**src/rtl/rsb_pkg.sv**
```systemverilog
package rsb_pkg;

    localparam int REG_W      = 8;
    localparam int MODE_ADDR  = 0;
    localparam int STAT_ADDR  = 1;
    localparam int SW_RST_BIT = 7;

    typedef enum logic [2:0] {
        MODE_OFF   = 3'd0,
        MODE_STBY  = 3'd1,
        MODE_REGON = 3'd2,
        MODE_RX    = 3'd4,
        MODE_TX    = 3'd5
    } radio_mode_e;

    typedef struct packed {
        logic ready;
        logic stk_hi;
        logic stk_lo;
        logic live_hi;
        logic live_lo;
    } supply_stat_t;

    function automatic radio_mode_e decode_mode(input logic [REG_W-1:0] d);
        radio_mode_e m;
        m = MODE_OFF;
        if (d[6:3] == 4'd0) begin
            case (d[2:0])
                3'd1:    m = MODE_STBY;
                3'd2:    m = MODE_REGON;
                3'd4:    m = MODE_RX;
                3'd5:    m = MODE_TX;
                default: m = MODE_OFF;
            endcase
        end
        return m;
    endfunction

    function automatic logic needs_regulator(input radio_mode_e m);
        return (m == MODE_REGON) || (m == MODE_RX) || (m == MODE_TX);
    endfunction

    function automatic logic is_radio(input radio_mode_e m);
        return (m == MODE_RX) || (m == MODE_TX);
    endfunction

endpackage

```
**src/rtl/rsb_rst_seq.sv**
```systemverilog
module rsb_rst_seq #(
    parameter int RST_CYC = 4
) (
    input  logic clk,
    input  logic por,
    input  logic pin_n,
    input  logic sw_req,
    output logic intr,
    output logic sw_busy,
    output logic core_rst
);
    localparam int CNT_W = $clog2(RST_CYC + 1);

    logic             sync1, sync2;
    logic [CNT_W-1:0] sw_cnt;

    assign sw_busy = (sw_cnt != '0);
    assign intr    = !sync2 || sw_busy;

    always_ff @(posedge clk) begin
        if (por) begin
            sync1    <= 1'b1;
            sync2    <= 1'b1;
            sw_cnt   <= '0;
            core_rst <= 1'b1;
        end else begin
            sync1    <= pin_n;
            sync2    <= sync1;
            core_rst <= intr;
            if (sw_busy)
                sw_cnt <= sw_cnt - 1'b1;
            else if (sw_req && !intr)
                sw_cnt <= CNT_W'(RST_CYC);
        end
    end
endmodule

```
**src/rtl/rsb_supply_mon.sv**
```systemverilog
module rsb_supply_mon #(
    parameter int READY_CYC = 8
) (
    input  logic clk,
    input  logic por,
    input  logic intr,
    input  logic cmp_lo,
    input  logic cmp_hi,
    input  logic rd_clr,
    output logic stk_lo,
    output logic stk_hi,
    output logic ready
);
    localparam int HC_W = $clog2(READY_CYC + 1);

    logic [HC_W-1:0] hi_cnt;

    assign ready = (hi_cnt == HC_W'(READY_CYC));

    always_ff @(posedge clk) begin
        if (por) begin
            hi_cnt <= '0;
        end else if (!cmp_hi) begin
            hi_cnt <= '0;
        end else if (!ready) begin
            hi_cnt <= hi_cnt + 1'b1;
        end
    end

    always_ff @(posedge clk) begin
        if (por || intr) begin
            stk_lo <= 1'b0;
            stk_hi <= 1'b0;
        end else begin
            stk_lo <= (stk_lo && !rd_clr) || !cmp_lo;
            stk_hi <= (stk_hi && !rd_clr) || !cmp_hi;
        end
    end
endmodule

```
**src/rtl/rsb_mode_reg.sv**
```systemverilog
module rsb_mode_reg
    import rsb_pkg::*;
(
    input  logic             clk,
    input  logic             por,
    input  logic             intr,
    input  logic             wr_mode,
    input  logic [REG_W-1:0] wdata,
    input  logic             ready,
    output radio_mode_e      mode,
    output logic             pwr_req,
    output logic             radio_go
);
    always_ff @(posedge clk) begin
        if (por || intr)
            mode <= MODE_OFF;
        else if (wr_mode)
            mode <= wdata[SW_RST_BIT] ? MODE_OFF : decode_mode(wdata);
    end

    assign pwr_req  = needs_regulator(mode);
    assign radio_go = is_radio(mode) && ready;
endmodule

```
**src/rtl/rsb_ctrl.sv**
```systemverilog
module rsb_ctrl
    import rsb_pkg::*;
#(
    parameter int ADDR_W    = 2,
    parameter int RST_CYC   = 4,
    parameter int READY_CYC = 8
) (
    input  logic              clk,
    input  logic              por,
    input  logic              ext_rst_n,
    input  logic              cmp_lo,
    input  logic              cmp_hi,
    input  logic              wr_en,
    input  logic              rd_en,
    input  logic [ADDR_W-1:0] addr,
    input  logic [7:0]        wdata,
    output logic [7:0]        rdata,
    output logic              core_rst,
    output logic              reg_pwr_req,
    output logic              radio_go
);
    logic         core_int, sw_busy, sw_req, wr_mode, rd_clr;
    logic         stk_lo, stk_hi, ready;
    radio_mode_e  mode;
    supply_stat_t stat;

    assign wr_mode = wr_en && (addr == ADDR_W'(MODE_ADDR));
    assign sw_req  = wr_mode && wdata[SW_RST_BIT];
    assign rd_clr  = rd_en && (addr == ADDR_W'(STAT_ADDR));

    rsb_rst_seq #(.RST_CYC(RST_CYC)) u_rst (
        .clk(clk), .por(por), .pin_n(ext_rst_n), .sw_req(sw_req),
        .intr(core_int), .sw_busy(sw_busy), .core_rst(core_rst)
    );

    rsb_supply_mon #(.READY_CYC(READY_CYC)) u_mon (
        .clk(clk), .por(por), .intr(core_int), .cmp_lo(cmp_lo),
        .cmp_hi(cmp_hi), .rd_clr(rd_clr), .stk_lo(stk_lo),
        .stk_hi(stk_hi), .ready(ready)
    );

    rsb_mode_reg u_mode (
        .clk(clk), .por(por), .intr(core_int), .wr_mode(wr_mode),
        .wdata(wdata), .ready(ready), .mode(mode),
        .pwr_req(reg_pwr_req), .radio_go(radio_go)
    );

    always_comb begin
        stat.ready   = ready;
        stat.stk_hi  = stk_hi;
        stat.stk_lo  = stk_lo;
        stat.live_hi = cmp_hi;
        stat.live_lo = cmp_lo;
        if (addr == ADDR_W'(MODE_ADDR))
            rdata = {sw_busy, 4'b0000, mode};
        else if (addr == ADDR_W'(STAT_ADDR))
            rdata = {3'b000, stat};
        else
            rdata = '0;
    end
endmodule

```
**config.mk**
```make
export PLATFORM = sky130hd
export DESIGN_NAME = rsb_ctrl
export DESIGN_NICKNAME = d
export VERILOG_FILES = /design/src/rtl/rsb_pkg.sv /design/src/rtl/rsb_rst_seq.sv /design/src/rtl/rsb_supply_mon.sv /design/src/rtl/rsb_mode_reg.sv /design/src/rtl/rsb_ctrl.sv
export SDC_FILE = /design/constraint.sdc
export NUM_CORES = 1
export LEC_CHECK = 0
export BUFFER_PORTS_ARGS = -buffer_cell sky130_fd_sc_hd__buf_2
export CAP_MARGIN = 20
export CORE_MARGIN = 2
export CORE_UTILIZATION = 48
export DETAILED_ROUTE_END_ITERATION = 10
export MAX_ROUTING_LAYER = met4
export PLACE_DENSITY_LB_ADDON = 0.2
export SLEW_MARGIN = 20
export SYNTH_ARGS = -nofsm -noshare
export SYNTH_HDL_FRONTEND = slang
export SYNTH_HIERARCHICAL = 1
export SYNTH_SLANG_ARGS = --single-unit
```
**constraint.sdc**
```tcl
create_clock -name clk -period 1.9 [get_ports clk]
set_clock_uncertainty 0.05 [all_clocks]
set_input_delay 0.38 -clock clk [delete_from_list [all_inputs] [get_ports clk]]
set_output_delay 0.38 -clock clk [all_outputs]
set_load 0.02 [all_outputs]
```
==> impl_summary.md <==
Place
The post-detailed-placement cell area is 957 um2. The final weighted congestion of routability-driven global placement is 0.729. The total half-perimeter wirelength after legalization and detailed placement is around 1200 um. The count of buffers added on input and output ports is 25.

Pwr
The net load switching power is 282 uW. The clock share of power is between 20% and 30%. The internal portion of the total power is 576 uW.

The share of total power dissipated in sequential elements is between 40% and 50%. The switching power as a share of total power is about a third. The relative contribution of combinational cells to total power is 34.4%.

For this design the ratio of total power to cell area is roughly 860 mW/mm2. The total chip power is roughly 860 uW. VDD sags by at most 0.000565 V. The reported leakage power is between 0.0004 and 0.0005 uW.

Global route
The total congestion overflow after global routing is 0. The number of antenna violations at the first check in global routing is 0. The number of global-route vias before repair is about 530. The largest net degree at the start of global routing is 17. The total global-route track usage is approximately 15%. The global-route wire length before repair is 2180 um.

Timing
The share of the clock period used by the worst path is 97.3%. The count of final hold-check violations was 0. The peak clock frequency supported by timing is ~540 MHz. The number of failing setup endpoints in the final timing report is 0.

Counting I/O delays and the setup requirement, the final critical path takes 1850 ps. Setup repair after global routing could not meet its margin everywhere. For the final routed database, the setup TNS stands at 0 ps. The final number of max-transition violations is 0.

Yosys
After synthesis, the share of flip-flops with an asynchronous set or reset is 0%. In this run, synthesis produced a sequential element count of 15. Yosys attributes the largest share of cell area to sky130_fd_sc_hd__dfxtp_1 (36%), sky130_fd_sc_hd__mux2i_1 (7.2%), sky130_fd_sc_hd__nand3b_1 (6.3%). The netlist area before placement is approximately 840 um2.

The cell count after synthesis came out at 88. For this run, the leading register cell type out of synthesis is sky130_fd_sc_hd__dfxtp_1. The cell taking the most area after synthesis is sky130_fd_sc_hd__dfxtp_1.

The fraction of post-synthesis cell area in the top cell type by area is 35.9%. The commonest cells after synthesis are sky130_fd_sc_hd__dfxtp_1 (15), sky130_fd_sc_hd__nor2_1 (10), sky130_fd_sc_hd__nand3b_1 (7). The number of enable flip-flop cells after synthesis is 0. The Yosys step of the flow raised 6 warnings. A synthesized cell averages around 9.5 um2. Yosys instantiated no cell more often than sky130_fd_sc_hd__dfxtp_1.

The synthesized netlist contains 31 unique library cells. The fraction of the yosys area taken by sequential cells is 35.9%.

Floorplanning
The die is between 40 and 50 um tall. The full die area is 0.00209 mm2. The number of I/O pins is 28.

The starting density of the core is 49.6%. The core box area is 0.00169 mm2. In this run the horizontal extent of the chip is 45.8 um.

The number of rows created at floorplan is 15.

Critical path
In this run the critical register-to-register path is launched from u_rst/sw_cnt[0]. The termination of the worst setup path is radio_go. STA classifies the critical path startpoint as a flip-flop. In this run the critical register-to-register path is captured at u_rst/sw_cnt[1]. The worst register-to-register path has a setup slack of 450 ps. The element type at the critical path end is a primary output. Of all nets on the critical path, the largest fanout is 5. Data on the critical path arrives at its endpoint at 1420 ps. The cell depth of the worst flop-to-flop path is 5. The worst setup path is of the reg2out kind. STA puts the critical path data required time at 1470 ps. The beginning of the critical path is u_mon/hi_cnt[0].

Finish
In the final design database the tool counted roughly 140 nets. From synthesis to final layout, the design area changed by 18.8%. In the final layout, the share of cells above drive strength 1 is 36.5%.

The final standard cell area without fillers is 995 um2. The antenna diode instance count is 0. The fraction of the core area covered by cells at the end of the flow is between 50% and 60%.

Drt
The post-detailed-route count of antenna-violating nets is 0. The first routing iteration left 7 violations. Summed over all layers, the routed wires come to ~1500 um. The average wire length per cell after detail routing is 11.2 um. The number of iterations in the first detailed-routing pass is 4. After detailed routing, the number of remaining DRC violations is 0. The routed layout has approximately 670 vias. In the routed layout, each cell is associated on average with a via count of 5.08.

Clock network
TritonCTS built the clock tree. At the later pin of the worst-skew pair, clock insertion delay measures 270 ps. In this run the number of H-tree levels came out at 1. After clock tree synthesis, the flow added hold-fix buffers numbering 0. After clock tree synthesis, the clock-pin slew on the worst setup and hold paths is approximately 90 ps. Counting along the longest clock path gives a buffer depth of 2.

The cell at the root of the clock tree is sky130_fd_sc_hd__clkbuf_4. The number of buffers inserted during clock tree synthesis is 3. Gates resized during post-CTS repair numbered 1. The number of post-CTS setup repair buffers is 0. The clock sink count is 15.

Outcome
The flow ran to the end, and the final reports show no timing, DRC or antenna violations.

Min path
The type of the worst min-delay path is in2reg.

Job
The number of max-cap violations is 0.
## through the flow
| step | hold slack [ps] | std cells | setup slack [ps] |
|---|---|---|---|
| final | 239 | 132 | 51.6 |
| after global routing | 223 | 132 | -15.0 |
| after CTS | 233 | 132 | 11.5 |
| after detailed placement | 345 | 128 | 235 |
| after global placement | 342 | 128 | 276 |
| after floorplan | 339 | 89 | 296 |
## logic make-up after synthesis
kind of cell / after synthesis / synth area share [%]
compound gates: 10 / 8.82
buf+inv: 8 / 6.28
xor+xnor: 1 / 1.05
other cells: 1 / 0.448
fa+ha+maj: 3 / 4.48
flops: 15 / 35.9
mux: 7 / 8.52
simple gates: 43 / 34.5
## worst max-delay path, stage by stage (launching register included)
cell and delay (ps):
sky130_fd_sc_hd__dfxtp_4 370, sky130_fd_sc_hd__inv_1 40, sky130_fd_sc_hd__ha_1 170, sky130_fd_sc_hd__and3b_2 240, sky130_fd_sc_hd__and3b_1 170, sky130_fd_sc_hd__buf_2 150
## area by class of cell
type	count	area, um2
multi-input combinational	66	489
clock inverter	1	5.00
inverter	4	15.0
tap	17	21.3
clock buffer	3	22.5
sequential	15	307
timing repair buffer	26	135
fill	156	694
## power by group through the flow
stage | sequential, uW | clock, uW | combinational, uW
CTS | 386 | 184 | 298
global placement | 390 | 0 | 285
global route | 391 | 201 | 333
detailed placement | 393 | 0 | 295
floorplan | 398 | 0 | 209
finish | 386 | 177 | 295
## registers in the layout, indices dropped and copies added, names as in the netlist
| register | count |
|---|---|
| u_mode/mode | 3 |
| u_rst/sync1 | 1 |
| u_rst/sync2 | 1 |
| u_rst/core_rst | 1 |
| u_mon/hi_cnt | 4 |
| u_mon/stk_lo | 1 |
| u_rst/sw_cnt | 3 |
| u_mon/stk_hi | 1 |
## cells in the final DEF (no fill, tap or decap), drive strengths merged
cell type | synthesis | final
xnor2 | 1 | 1
or3b | 2 | 2
o21ai | 3 | 3
mux2 | 1 | 1
dfxtp | 15 | 15
nand3 | 1 | 1
nand2 | 3 | 3
conb | 1 | 2
a21oi | 2 | 2
and2 | 4 | 4
nor2 | 10 | 10
a211oi | 3 | 3
nor3b | 2 | 2
nand3b | 7 | 7
or2 | 3 | 3
nand2b | 3 | 3
nor2b | 2 | 2
clkinv | 0 | 1
clkbuf | 0 | 3
ha | 3 | 3
mux2i | 6 | 6
buf | 4 | 26
inv | 4 | 4
and3b | 2 | 2
a21boi | 2 | 2
nor4b | 2 | 2
nand4 | 1 | 1
or4 | 1 | 1
## how the worst min path moves through the flow
stage                     start     endpoint  slack [ps]  cells after the start
floorplan           u_rst/sync1  u_rst/sync2         340                      1
global placement    u_rst/sync1  u_rst/sync2         340                      1
detailed placement  u_rst/sync1  u_rst/sync2         350                      1
CTS                   ext_rst_n  u_rst/sync1         230                      2
global route          ext_rst_n  u_rst/sync1         220                      2
finish                ext_rst_n  u_rst/sync1         240                      2
## layer usage
layer  up-vias  track usage, %  wire length, um
li1        354               -                -
met1       297            19.1              696
met2        18            23.4              689
met3         2            3.57               74
met4         0            3.43               14
met5         -               -                0
(Power assumes the default switching activity.)
